==> src/rtl/rtcal_pkg.sv <==
package rtcal_pkg;

  localparam int WORD_W = 24;

  typedef struct packed {
    logic loadTime;
    logic loadDate;
    logic secTick;
    logic copyShadow;
  } calStrobe_t;

  // Increment a two-digit BCD value; the caller handles the wrap.
  function automatic logic [7:0] bcdInc(input logic [7:0] v);
    if (v[3:0] == 4'd9) return {v[7:4] + 4'd1, 4'd0};
    return v + 8'd1;
  endfunction

  // Last day of a month in BCD, leap rule: year divisible by 4.
  function automatic logic [5:0] lastDayBcd(input logic [4:0] monBcd,
                                            input logic [7:0] yrBcd);
    logic [7:0] yrBin;
    yrBin = {1'b0, yrBcd[7:4], 3'b000} + {3'b000, yrBcd[7:4], 1'b0} + {4'd0, yrBcd[3:0]};
    case (monBcd)
      5'h02: return (yrBin[1:0] == 2'b00) ? 6'h29 : 6'h28;
      5'h04, 5'h06, 5'h09, 5'h11: return 6'h30;
      default: return 6'h31;
    endcase
  endfunction

endpackage

==> src/rtl/cal_ctrl.sv <==
module cal_ctrl
  import rtcal_pkg::*;
#(
  parameter int ASYNC_W    = 7,
  parameter int SYNC_W     = 15,
  parameter int ASYNC_INIT = 127,
  parameter int SYNC_INIT  = 255
) (
  input  logic               clk,
  input  logic               rstN,
  input  logic               rtcEn,
  input  logic               initReq,
  input  logic               wrTime,
  input  logic               wrDate,
  input  logic               wrPresc,
  input  logic               validClr,
  input  logic [ASYNC_W-1:0] asyncLoad,
  input  logic [SYNC_W-1:0]  syncLoad,
  output logic               inInit,
  output logic               shadowValid,
  output calStrobe_t         strb
);

  logic [ASYNC_W-1:0] asyncReload, asyncCnt;
  logic [SYNC_W-1:0]  syncReload, syncCnt;
  logic               asyncWrap, syncWrap, validPend;

  assign asyncWrap = (asyncCnt == '0);
  assign syncWrap  = (syncCnt == '0);

  always_comb begin
    strb.loadTime   = wrTime & inInit;
    strb.loadDate   = wrDate & inInit;
    strb.copyShadow = rtcEn & ~inInit;
    strb.secTick    = rtcEn & ~inInit & asyncWrap & syncWrap;
  end

  always_ff @(posedge clk or negedge rstN) begin
    if (!rstN) inInit <= 1'b0;
    else       inInit <= initReq;
  end

  // Divider reload registers, writable in init mode only.
  always_ff @(posedge clk or negedge rstN) begin
    if (!rstN) begin
      asyncReload <= ASYNC_W'(ASYNC_INIT);
      syncReload  <= SYNC_W'(SYNC_INIT);
    end else if (inInit && wrPresc) begin
      asyncReload <= asyncLoad;
      syncReload  <= syncLoad;
    end
  end

  // Cascaded down-counters; held at reload while in init mode.
  always_ff @(posedge clk or negedge rstN) begin
    if (!rstN) begin
      asyncCnt <= ASYNC_W'(ASYNC_INIT);
      syncCnt  <= SYNC_W'(SYNC_INIT);
    end else if (inInit) begin
      asyncCnt <= asyncReload;
      syncCnt  <= syncReload;
    end else if (rtcEn) begin
      if (asyncWrap) begin
        asyncCnt <= asyncReload;
        syncCnt  <= syncWrap ? syncReload : syncCnt - 1'b1;
      end else begin
        asyncCnt <= asyncCnt - 1'b1;
      end
    end
  end

  // Coherence flag: armed on the first RTC edge after going low, set on the second.
  always_ff @(posedge clk or negedge rstN) begin
    if (!rstN) begin
      shadowValid <= 1'b0;
      validPend   <= 1'b0;
    end else if (inInit || validClr) begin
      shadowValid <= 1'b0;
      validPend   <= 1'b0;
    end else if (rtcEn && !shadowValid) begin
      shadowValid <= validPend;
      validPend   <= ~validPend;
    end
  end

endmodule

==> src/rtl/cal_datapath.sv <==
module cal_datapath
  import rtcal_pkg::*;
(
  input  logic              clk,
  input  logic              rstN,
  input  calStrobe_t        strb,
  input  logic [WORD_W-1:0] wrData,
  output logic [WORD_W-1:0] shadowTime,
  output logic [WORD_W-1:0] shadowDate
);

  logic [6:0] sec, min;
  logic [5:0] hour, day;
  logic [4:0] mon;
  logic [2:0] wday;
  logic [7:0] yr;

  logic [7:0] secInc, minInc, hourInc, dayInc, monInc, yrInc;
  logic       secWrap, minWrap, hourWrap, dayWrap, monWrap, yrWrap;
  logic       carryMin, carryHour, carryDay, carryMon, carryYr;
  logic       unusedPad;

  assign secInc  = bcdInc({1'b0, sec});
  assign minInc  = bcdInc({1'b0, min});
  assign hourInc = bcdInc({2'b0, hour});
  assign dayInc  = bcdInc({2'b0, day});
  assign monInc  = bcdInc({3'b0, mon});
  assign yrInc   = bcdInc(yr);

  assign secWrap  = (sec == 7'h59);
  assign minWrap  = (min == 7'h59);
  assign hourWrap = (hour == 6'h23);
  assign dayWrap  = (day == lastDayBcd(mon, yr));
  assign monWrap  = (mon == 5'h12);
  assign yrWrap   = (yr == 8'h99);

  assign carryMin  = strb.secTick & secWrap;
  assign carryHour = carryMin & minWrap;
  assign carryDay  = carryHour & hourWrap;
  assign carryMon  = carryDay & dayWrap;
  assign carryYr   = carryMon & monWrap;

  assign unusedPad = ^{wrData[7], secInc[7], minInc[7], hourInc[7:6],
                       dayInc[7:6], monInc[7:5]};

  always_ff @(posedge clk or negedge rstN) begin
    if (!rstN) begin
      sec <= '0; min <= '0; hour <= '0;
    end else if (strb.loadTime) begin
      sec  <= wrData[6:0];
      min  <= wrData[14:8];
      hour <= wrData[21:16];
    end else begin
      if (strb.secTick) sec  <= secWrap  ? '0 : secInc[6:0];
      if (carryMin)     min  <= minWrap  ? '0 : minInc[6:0];
      if (carryHour)    hour <= hourWrap ? '0 : hourInc[5:0];
    end
  end

  always_ff @(posedge clk or negedge rstN) begin
    if (!rstN) begin
      day <= '0; mon <= '0; wday <= '0; yr <= '0;
    end else if (strb.loadDate) begin
      day  <= wrData[5:0];
      mon  <= wrData[12:8];
      wday <= wrData[15:13];
      yr   <= wrData[23:16];
    end else begin
      if (carryDay) begin
        day  <= dayWrap ? 6'h01 : dayInc[5:0];
        wday <= (wday == 3'd7) ? 3'd1 : wday + 3'd1;
      end
      if (carryMon) mon <= monWrap ? 5'h01 : monInc[4:0];
      if (carryYr)  yr  <= yrWrap ? 8'h00 : yrInc;
    end
  end

  // Both shadows load on the same edge, from the pre-edge calendar.
  always_ff @(posedge clk or negedge rstN) begin
    if (!rstN) begin
      shadowTime <= '0;
      shadowDate <= '0;
    end else if (strb.copyShadow) begin
      shadowTime <= {2'b00, hour, 1'b0, min, 1'b0, sec};
      shadowDate <= {yr, wday, mon, 2'b00, day};
    end
  end

endmodule

==> src/rtl/bcd_calendar.sv <==
module bcd_calendar
  import rtcal_pkg::*;
#(
  parameter int ASYNC_W    = 7,
  parameter int SYNC_W     = 15,
  parameter int ASYNC_INIT = 127,
  parameter int SYNC_INIT  = 255
) (
  input  logic              clk,
  input  logic              rstN,
  input  logic              rtcEn,
  input  logic              initReq,
  input  logic              wrTime,
  input  logic              wrDate,
  input  logic              wrPresc,
  input  logic              validClr,
  input  logic [WORD_W-1:0] wrData,
  output logic              inInit,
  output logic              shadowValid,
  output logic [WORD_W-1:0] shadowTime,
  output logic [WORD_W-1:0] shadowDate
);

  localparam int ASYNC_LSB = 16;

  calStrobe_t strb;

  cal_ctrl #(
    .ASYNC_W(ASYNC_W), .SYNC_W(SYNC_W),
    .ASYNC_INIT(ASYNC_INIT), .SYNC_INIT(SYNC_INIT)
  ) u_ctrl (
    .clk(clk), .rstN(rstN), .rtcEn(rtcEn), .initReq(initReq),
    .wrTime(wrTime), .wrDate(wrDate), .wrPresc(wrPresc), .validClr(validClr),
    .asyncLoad(wrData[ASYNC_LSB +: ASYNC_W]), .syncLoad(wrData[SYNC_W-1:0]),
    .inInit(inInit), .shadowValid(shadowValid), .strb(strb)
  );

  cal_datapath u_dp (
    .clk(clk), .rstN(rstN), .strb(strb), .wrData(wrData),
    .shadowTime(shadowTime), .shadowDate(shadowDate)
  );

endmodule

==> config.mk <==
export PLATFORM = sky130hd
export DESIGN_NAME = bcd_calendar
export DESIGN_NICKNAME = d
export VERILOG_FILES = /design/src/rtl/rtcal_pkg.sv /design/src/rtl/cal_ctrl.sv /design/src/rtl/cal_datapath.sv /design/src/rtl/bcd_calendar.sv
export SDC_FILE = /design/constraint.sdc
export NUM_CORES = 1
export LEC_CHECK = 0
export BUFFER_PORTS_ARGS = -buffer_cell sky130_fd_sc_hd__buf_2
export CORE_MARGIN = 2
export CORE_UTILIZATION = 27
export CTS_CLUSTER_SIZE = 25
export DETAILED_ROUTE_END_ITERATION = 16
export GPL_ROUTABILITY_DRIVEN = 0
export PLACE_DENSITY = 0.43
export SKIP_LAST_GASP = 1
export SLEW_MARGIN = 20
export SYNTH_ARGS = -nofsm -noshare
export SYNTH_HDL_FRONTEND = slang
export SYNTH_SLANG_ARGS = --single-unit
==> constraint.sdc <==
create_clock -name clk -period 3.33 [get_ports clk]
set_clock_uncertainty 0.05 [all_clocks]
set_input_delay 0.1665 -clock clk [delete_from_list [all_inputs] [get_ports clk]]
set_output_delay 0.1665 -clock clk [all_outputs]
set_load 0.01 [all_outputs]
---- Word level (Yosys, flattened, before mapping) ----
Cells that the tools add are included.
word-level totals
  bits of input ports ..................... 32
  bits in registers ....................... 131
  word-level logic and storage cells ...... 133
  output and inout port bits .............. 50
operators by class
  multiplexer cells ....................... 52
  bitwise gates (word level) .............. 12
  reductions and logical operators ........ 18
  eq/ne operators ......................... 18
  add/subtract/negate cells ............... 17
operators with widths
  cell                                                 count
  2-to-1 mux 7 bit                                     13
  2-to-1 mux 15 bit                                    4
  2-to-1 mux 6 bit                                     10
  2-to-1 mux 8 bit                                     5
  2-to-1 mux 5 bit                                     5
  == test 4 bit (second input constant)                6
  nonzero test 2 bit                                   9
  logical NOT 15 bit                                   1
  subtractor 15 x 1 -> 15 bit (second input constant)  1
  adder 7 x 1 -> 7 bit (second input constant)         2
  == test 7 bit (second input constant)                2
  adder 6 x 1 -> 6 bit (second input constant)         2
  case mux 6 bit (2 select lines)                      1
  2-to-1 mux 1 bit                                     11
  bitwise AND 1 bit                                    10
  == test 5 x 3 -> 1 bit (second input constant)       2
  == test 5 bit (second input constant)                2
  adder 3 x 1 -> 3 bit (second input constant)         3
  2-to-1 mux 3 bit                                     3
  adder 8 x 1 -> 8 bit (second input constant)         1
  == test 8 bit (second input constant)                1
  logical NOT 7 bit                                    1
  subtractor 7 x 1 -> 7 bit (second input constant)    1
  == test 6 bit                                        1
  17 further kinds                                     20

---- Longest topological paths before layout ----
  word-level depth ........................ 11
  depth in mapped cells ................... 11
  mapped depth without buffers ............ 8

---- Cells and area by module ----
A second synthesis with hierarchy kept.
second synthesis, totals
  cells, all modules ...................... 718
  area total of the unflattened synthesis .. 7,338.3 µm²
modules (own cells, without submodules)
  module        instances  area each (µm²)  cells an instance
  cal_datapath  1          4,768.3          474
  cal_ctrl      1          2,570.0          244

---- Worst setup path after synthesis ----
No wires, ideal clock.
  kind .................................... reg2reg
  from .................................... reg u_ctrl.syncCnt[0]
  to ...................................... reg u_dp.yr[4]
  setup time .............................. 124 ps
  arrival ................................. 2,418 ps
  slack ................................... 738 ps
  stages on the path, launching flop included .. 10
  data required time ...................... 3,156 ps
  path through ............................ dfstp_2 > inv_1 > ha_1 > or3b_2 > nor4_4 > nand4_2 > nor4_4 > buf_6 > a21oi_1 > a211o_1
between the ends
  cells in the longest elaborated chain, start to end .. 8
ends and longest elaborated chain
  item                          RTL line            text
  start: declaration            cal_ctrl.sv:25      logic [SYNC_W-1:0] syncReload, syncCnt;
  start signal: assignment      cal_ctrl.sv:58      syncCnt <= SYNC_W'(SYNC_INIT);
  start signal: assignment      cal_ctrl.sv:61      syncCnt <= syncReload;
  start signal: assignment      cal_ctrl.sv:65      syncCnt <= syncWrap ? syncReload : syncCnt - 1'b1;
  logical NOT 15 bit            cal_ctrl.sv:29      assign syncWrap = (syncCnt == '0);
  bitwise AND 1 bit             cal_ctrl.sv:35      strb.secTick = rtcEn & ~inInit & asyncWrap & syncWrap;
  bitwise AND 1 bit             cal_datapath.sv:37  assign carryMin = strb.secTick & secWrap;
  bitwise AND 1 bit             cal_datapath.sv:38  assign carryHour = carryMin & minWrap;
  bitwise AND 1 bit             cal_datapath.sv:39  assign carryDay = carryHour & hourWrap;
  bitwise AND 1 bit             cal_datapath.sv:40  assign carryMon = carryDay & dayWrap;
  bitwise AND 1 bit             cal_datapath.sv:41  assign carryYr = carryMon & monWrap;
  nonzero test 2 bit (no line)  --
  end signal: assignment        cal_datapath.sv:67  yr <= wrData[23:16];
  end signal: assignment        cal_datapath.sv:74  if (carryYr) yr <= yrWrap ? 8'h00 : yrInc;
  end: declaration              cal_datapath.sv:16  logic [7:0] yr;
No other way between the ends.
A chain may end at the register's enable or synchronous reset.

---- Final worst setup path ----
  from .................................... reg u_ctrl.syncCnt[0]
  to ...................................... reg u_dp.hour[1]
between the ends
  cells in the longest elaborated chain, start to end .. 5
ends and longest elaborated chain
  item                          RTL line            text
  logical NOT 15 bit            cal_ctrl.sv:29
  bitwise AND 1 bit             cal_ctrl.sv:35
  bitwise AND 1 bit             cal_datapath.sv:37
  bitwise AND 1 bit             cal_datapath.sv:38
  nonzero test 2 bit (no line)  --
  end signal: assignment        cal_datapath.sv:52  hour <= wrData[21:16];
  end signal: assignment        cal_datapath.sv:56  if (carryHour) hour <= hourWrap ? '0 : hourInc[5:0];
  end: declaration              cal_datapath.sv:13  logic [5:0] hour, day;
No other way between the ends.

==> flow_summary_export.csv <==
group,metric,value,unit
clock_tree,cts_buffers,17,
setup_path,max_stage_delay,0.53,ns
finish,layout_commonest_cell,"dfrtp_1",
die,dieHeight,167,um
finish,diodes,0,
detailed_routing,firstDrtPassIters,4,
grt,grt_pass1_vias,5764,
finish,final_cells,1165,
die,pin_count,82,
run_status,status,"finished, final reports clean",
worst_hold_path,min_from,"wrData[14]",
pwr,irDropWorstVdd,0.000308,V
yosys,synth-edff-count,0,
sta,rsz0062_at_grt,"no",
setup_path,cp_max_fo,11,
sta,slew_violations,0,
finish,seq_area,3320,um2
setup_path,crit_type,"reg -> reg",
clock_tree,clockBufferDepth,2,
placed_design,placed_cells,1117,
detailed_routing,ant_nets,0,
setup_path,cp.arrival,3.24,ns
sta,finalCritPeriodShare,91.1,%
setup_path,r2r_cells,9,
grt,grt_overflow,0,
setup_path,critPathSlowestCell,"or3b_2",
die,design.die.area,27700,um2
sta,setup_viol,0,
sta,tightest_slew,1.12,ns
yosys,yosys_warnings,0,
setup_path,r2r-start,"u_ctrl.syncCnt[0]$_DFFE_PN1P_",
grt,grt_usage,14.9,%
clock_tree,htreeDepth,4,
setup_path,worstPathRequired,3.54,ns
setup_path,critPathLaunchType,"register",
finish,fin_nets,871,
yosys,ys_ff_latch,131,
detailed_routing,via_count,5687,
detailed_routing,drt_iter0_drc,283,
worst_hold_path,holdPathEnd,"u_dp.min[6]$_DFFE_PN0P_",
sta,slew_headroom,25.0,%
clock_tree,insertion_delay,0.42,ns
clock_tree,cts_resized,0,
setup_path,reg2reg_slack,0.30,ns
finish,fillCellCount,2729,
finish,drive_gt1_share,27.8,%
pwr,p_leak,3.67,nW
sta,fmax,330,MHz
placed_design,port-buffer-count,75,
yosys,synth-seq-area-share,46.5,%
yosys,synthCells,726,
yosys,async_flop_share,100,%
clock_tree,cts_root_buf,"clkbuf_16",
pwr,pwr_density_cell,597,nW/um2
setup_path,crit_chain,"inv_1 > ha_1 > or3b_2 > nor4_4 > buf_4 > and2_1 > a31oi_1 > a211oi_1 > a21oi_1",
finish,area_delta_synth_final,21.2,%
detailed_routing,wl_per_cell,17.6,um
setup_path,end_kind,"register",
setup_path,timing.rr.end,"u_dp.hour[1]$_DFFE_PN0P_",
die,die_x,167,um
detailed_routing,totalWireLength,20500,um
sta,setup_tns,0,ns
detailed_routing,drc,0,
yosys,ys.flop_type,"dfrtp_1",
finish,layout_common_cells,"dfrtp_1, buf_2, o21ai_0, nand2_1, nor2_1",
grt,grt_max_degree,71,
grt,antenna_found_initial,0,
clock_tree,cts_tree,"done",
die,initial_utilization,27.5,%
finish,multi_input_area,3510,um2
yosys,synth_cell_types,70,
clock_tree,path_clk_slew,0.06,ns
grt,grt_first_pass_wirelength,32800,um
detailed_routing,via_per_inst,4.88,
die,rows,59,
clock_tree,cts.sinks,131,
sta,whs,0.0144,ns
die,coreArea,26000,um2
worst_hold_path,hold_path_class,"in -> reg",
placed_design,hpwl,14700,um
yosys,synth_area_per_cell,9.83,um2
yosys,netlist_area,7130,um2
sta,finalHoldViolCount,0,
sta,final.min_clock_period,3.03,ns
worst_hold_path,min_path_cells,3,
clock_tree,cts_setup_buffers,0,
clock_tree,cts_hold_buffers,15,
flow_run,maxCapViolCount,0,
how the worst max path moves through the flow:
stage / endpoint / slack, ns / start / depth (start not counted)
detailed placement: u_dp.hour[5]$_DFFE_PN0P_ / 0.37 / u_ctrl.syncCnt[0]$_DFFE_PN1P_ / 9
finish: u_dp.hour[1]$_DFFE_PN0P_ / 0.30 / u_ctrl.syncCnt[0]$_DFFE_PN1P_ / 9
CTS: u_dp.hour[1]$_DFFE_PN0P_ / 0.35 / u_ctrl.syncCnt[0]$_DFFE_PN1P_ / 9
global route: u_dp.hour[1]$_DFFE_PN0P_ / 0.11 / u_ctrl.syncCnt[0]$_DFFE_PN1P_ / 9
floorplan: u_dp.yr[4]$_DFFE_PN0P_ / 0.74 / u_ctrl.syncCnt[0]$_DFFE_PN1P_ / 9
global placement: u_dp.yr[1]$_DFFE_PN0P_ / 0.42 / u_ctrl.asyncCnt[0]$_DFFE_PN1P_ / 9
registers in the layout, summed over array words and instances, names as in the netlist:
signal              cells
u_ctrl.asyncCnt         7
u_ctrl.asyncReload      7
u_ctrl.inInit           1
u_ctrl.shadowValid      1
u_ctrl.syncCnt         15
u_ctrl.syncReload      15
u_ctrl.validPend        1
u_dp.day                6
u_dp.hour               6
u_dp.min                7
u_dp.mon                5
u_dp.sec                7
u_dp.shadowDate        22
u_dp.shadowTime        20
u_dp.wday               3
u_dp.yr                 8
worst max-delay path, delay by kind of cell (launching register included):
family / cells / cell delay, ns
flip-flops: 1 / 0.38
AO/OA/AOI/OAI: 3 / 0.86
AND/OR/NAND/NOR: 3 / 1.12
adder cells (fa/ha/maj): 1 / 0.20
buffers and inverters: 2 / 0.27
metrics by stage:
step | utilization, % | power (W) | instance area, um2 | worst slack, ns
floorplan | - | 0.00289 | 7150 | 0.738
global placement | 30.4 | 0.00331 | 7900 | 0.419
detailed placement | 30.4 | 0.00331 | 7900 | 0.369
CTS | 33.2 | 0.00524 | 8640 | 0.352
global route | 33.3 | 0.00548 | 8650 | 0.114
finish | 33.3 | 0.00516 | 8650 | 0.297
final cells by class:
type | count | area share, %
Clock buffer | 22 | 5.48
Inverter | 27 | 1.17
Tap cell | 335 | 4.85
Sequential cell | 131 | 38.4
Timing Repair Buffer | 115 | 8.35
Clock inverter | 10 | 1.24
Multi-Input combinational cell | 525 | 40.5
synthesized netlist by cell type (3+ instances only):
| cell type | instances | area [um2] |
|---|---|---|
| o21a_1 | 5 | 37.5 |
| nand2_1 | 66 | 248 |
| o22ai_1 | 3 | 18.8 |
| nand2b_1 | 3 | 18.8 |
| buf_4 | 6 | 45.0 |
| inv_1 | 27 | 101 |
| xor2_1 | 3 | 26.3 |
| dfrtp_1 | 101 | 2530 |
| buf_2 | 5 | 25.0 |
| nand3_1 | 19 | 95.1 |
| or3_1 | 7 | 43.8 |
| a21oi_1 | 41 | 205 |
| nor4_1 | 7 | 43.8 |
| o21ai_0 | 66 | 330 |
| nor2_1 | 58 | 218 |
| nor4_4 | 3 | 63.8 |
| a31oi_1 | 18 | 113 |
| a21boi_0 | 3 | 22.5 |
| a22oi_1 | 4 | 30.0 |
| ha_1 | 22 | 275 |
| a21o_1 | 6 | 45.0 |
| buf_6 | 3 | 33.8 |
| dfstp_2 | 30 | 788 |
| a211oi_1 | 5 | 37.5 |
| o22a_1 | 4 | 35.0 |
| nand3b_1 | 5 | 37.5 |
| mux2_2 | 52 | 586 |
| nor3_1 | 23 | 115 |
| nor3b_1 | 7 | 52.6 |
| buf_1 | 3 | 11.3 |
| clkbuf_1 | 31 | 116 |
| o31ai_1 | 3 | 22.5 |
| a31o_2 | 3 | 26.3 |
| and3_1 | 8 | 50.1 |
| and2_1 | 4 | 25.0 |
| nor4b_1 | 3 | 26.3 |
| nor2b_1 | 7 | 43.8 |
| mux2i_1 | 9 | 90.1 |
| xnor2_1 | 9 | 78.8 |
| o211ai_1 | 3 | 22.5 |
per-layer routing:
| layer | up-vias | wire [um] | global-route usage [%] |
|---|---|---|---|
| met5 | - | 0 | 0 |
| met4 | 0 | 408 | 5.06 |
| met3 | 25 | 541 | 2.78 |
| met2 | 79 | 9630 | 23.8 |
| met1 | 2814 | 9890 | 20.4 |
| li1 | 2769 | - | - |
cells by family (layout without fill, tap and decap cells):
family,Yosys count,count (layout),synth area share [%]
AND/OR/NAND/NOR,244,244,18.5
multiplexers,61,61,9.47
flip-flops,131,131,46.5
buffers and inverters,75,174,4.67
other,1,6,0.0526
adder cells (fa/ha/maj),22,22,3.86
XOR/XNOR,12,12,1.47
AO/OA/AOI/OAI,180,180,15.5
where the power goes:
part,total (W),switching (W),internal [W]
clock network,0.00187,0.000719,0.00115
registers,0.00223,0.000293,0.00193
logic,0.00106,0.000568,0.000492
total,0.00516,0.00158,0.00358
Power figures use the tool's default switching activity.
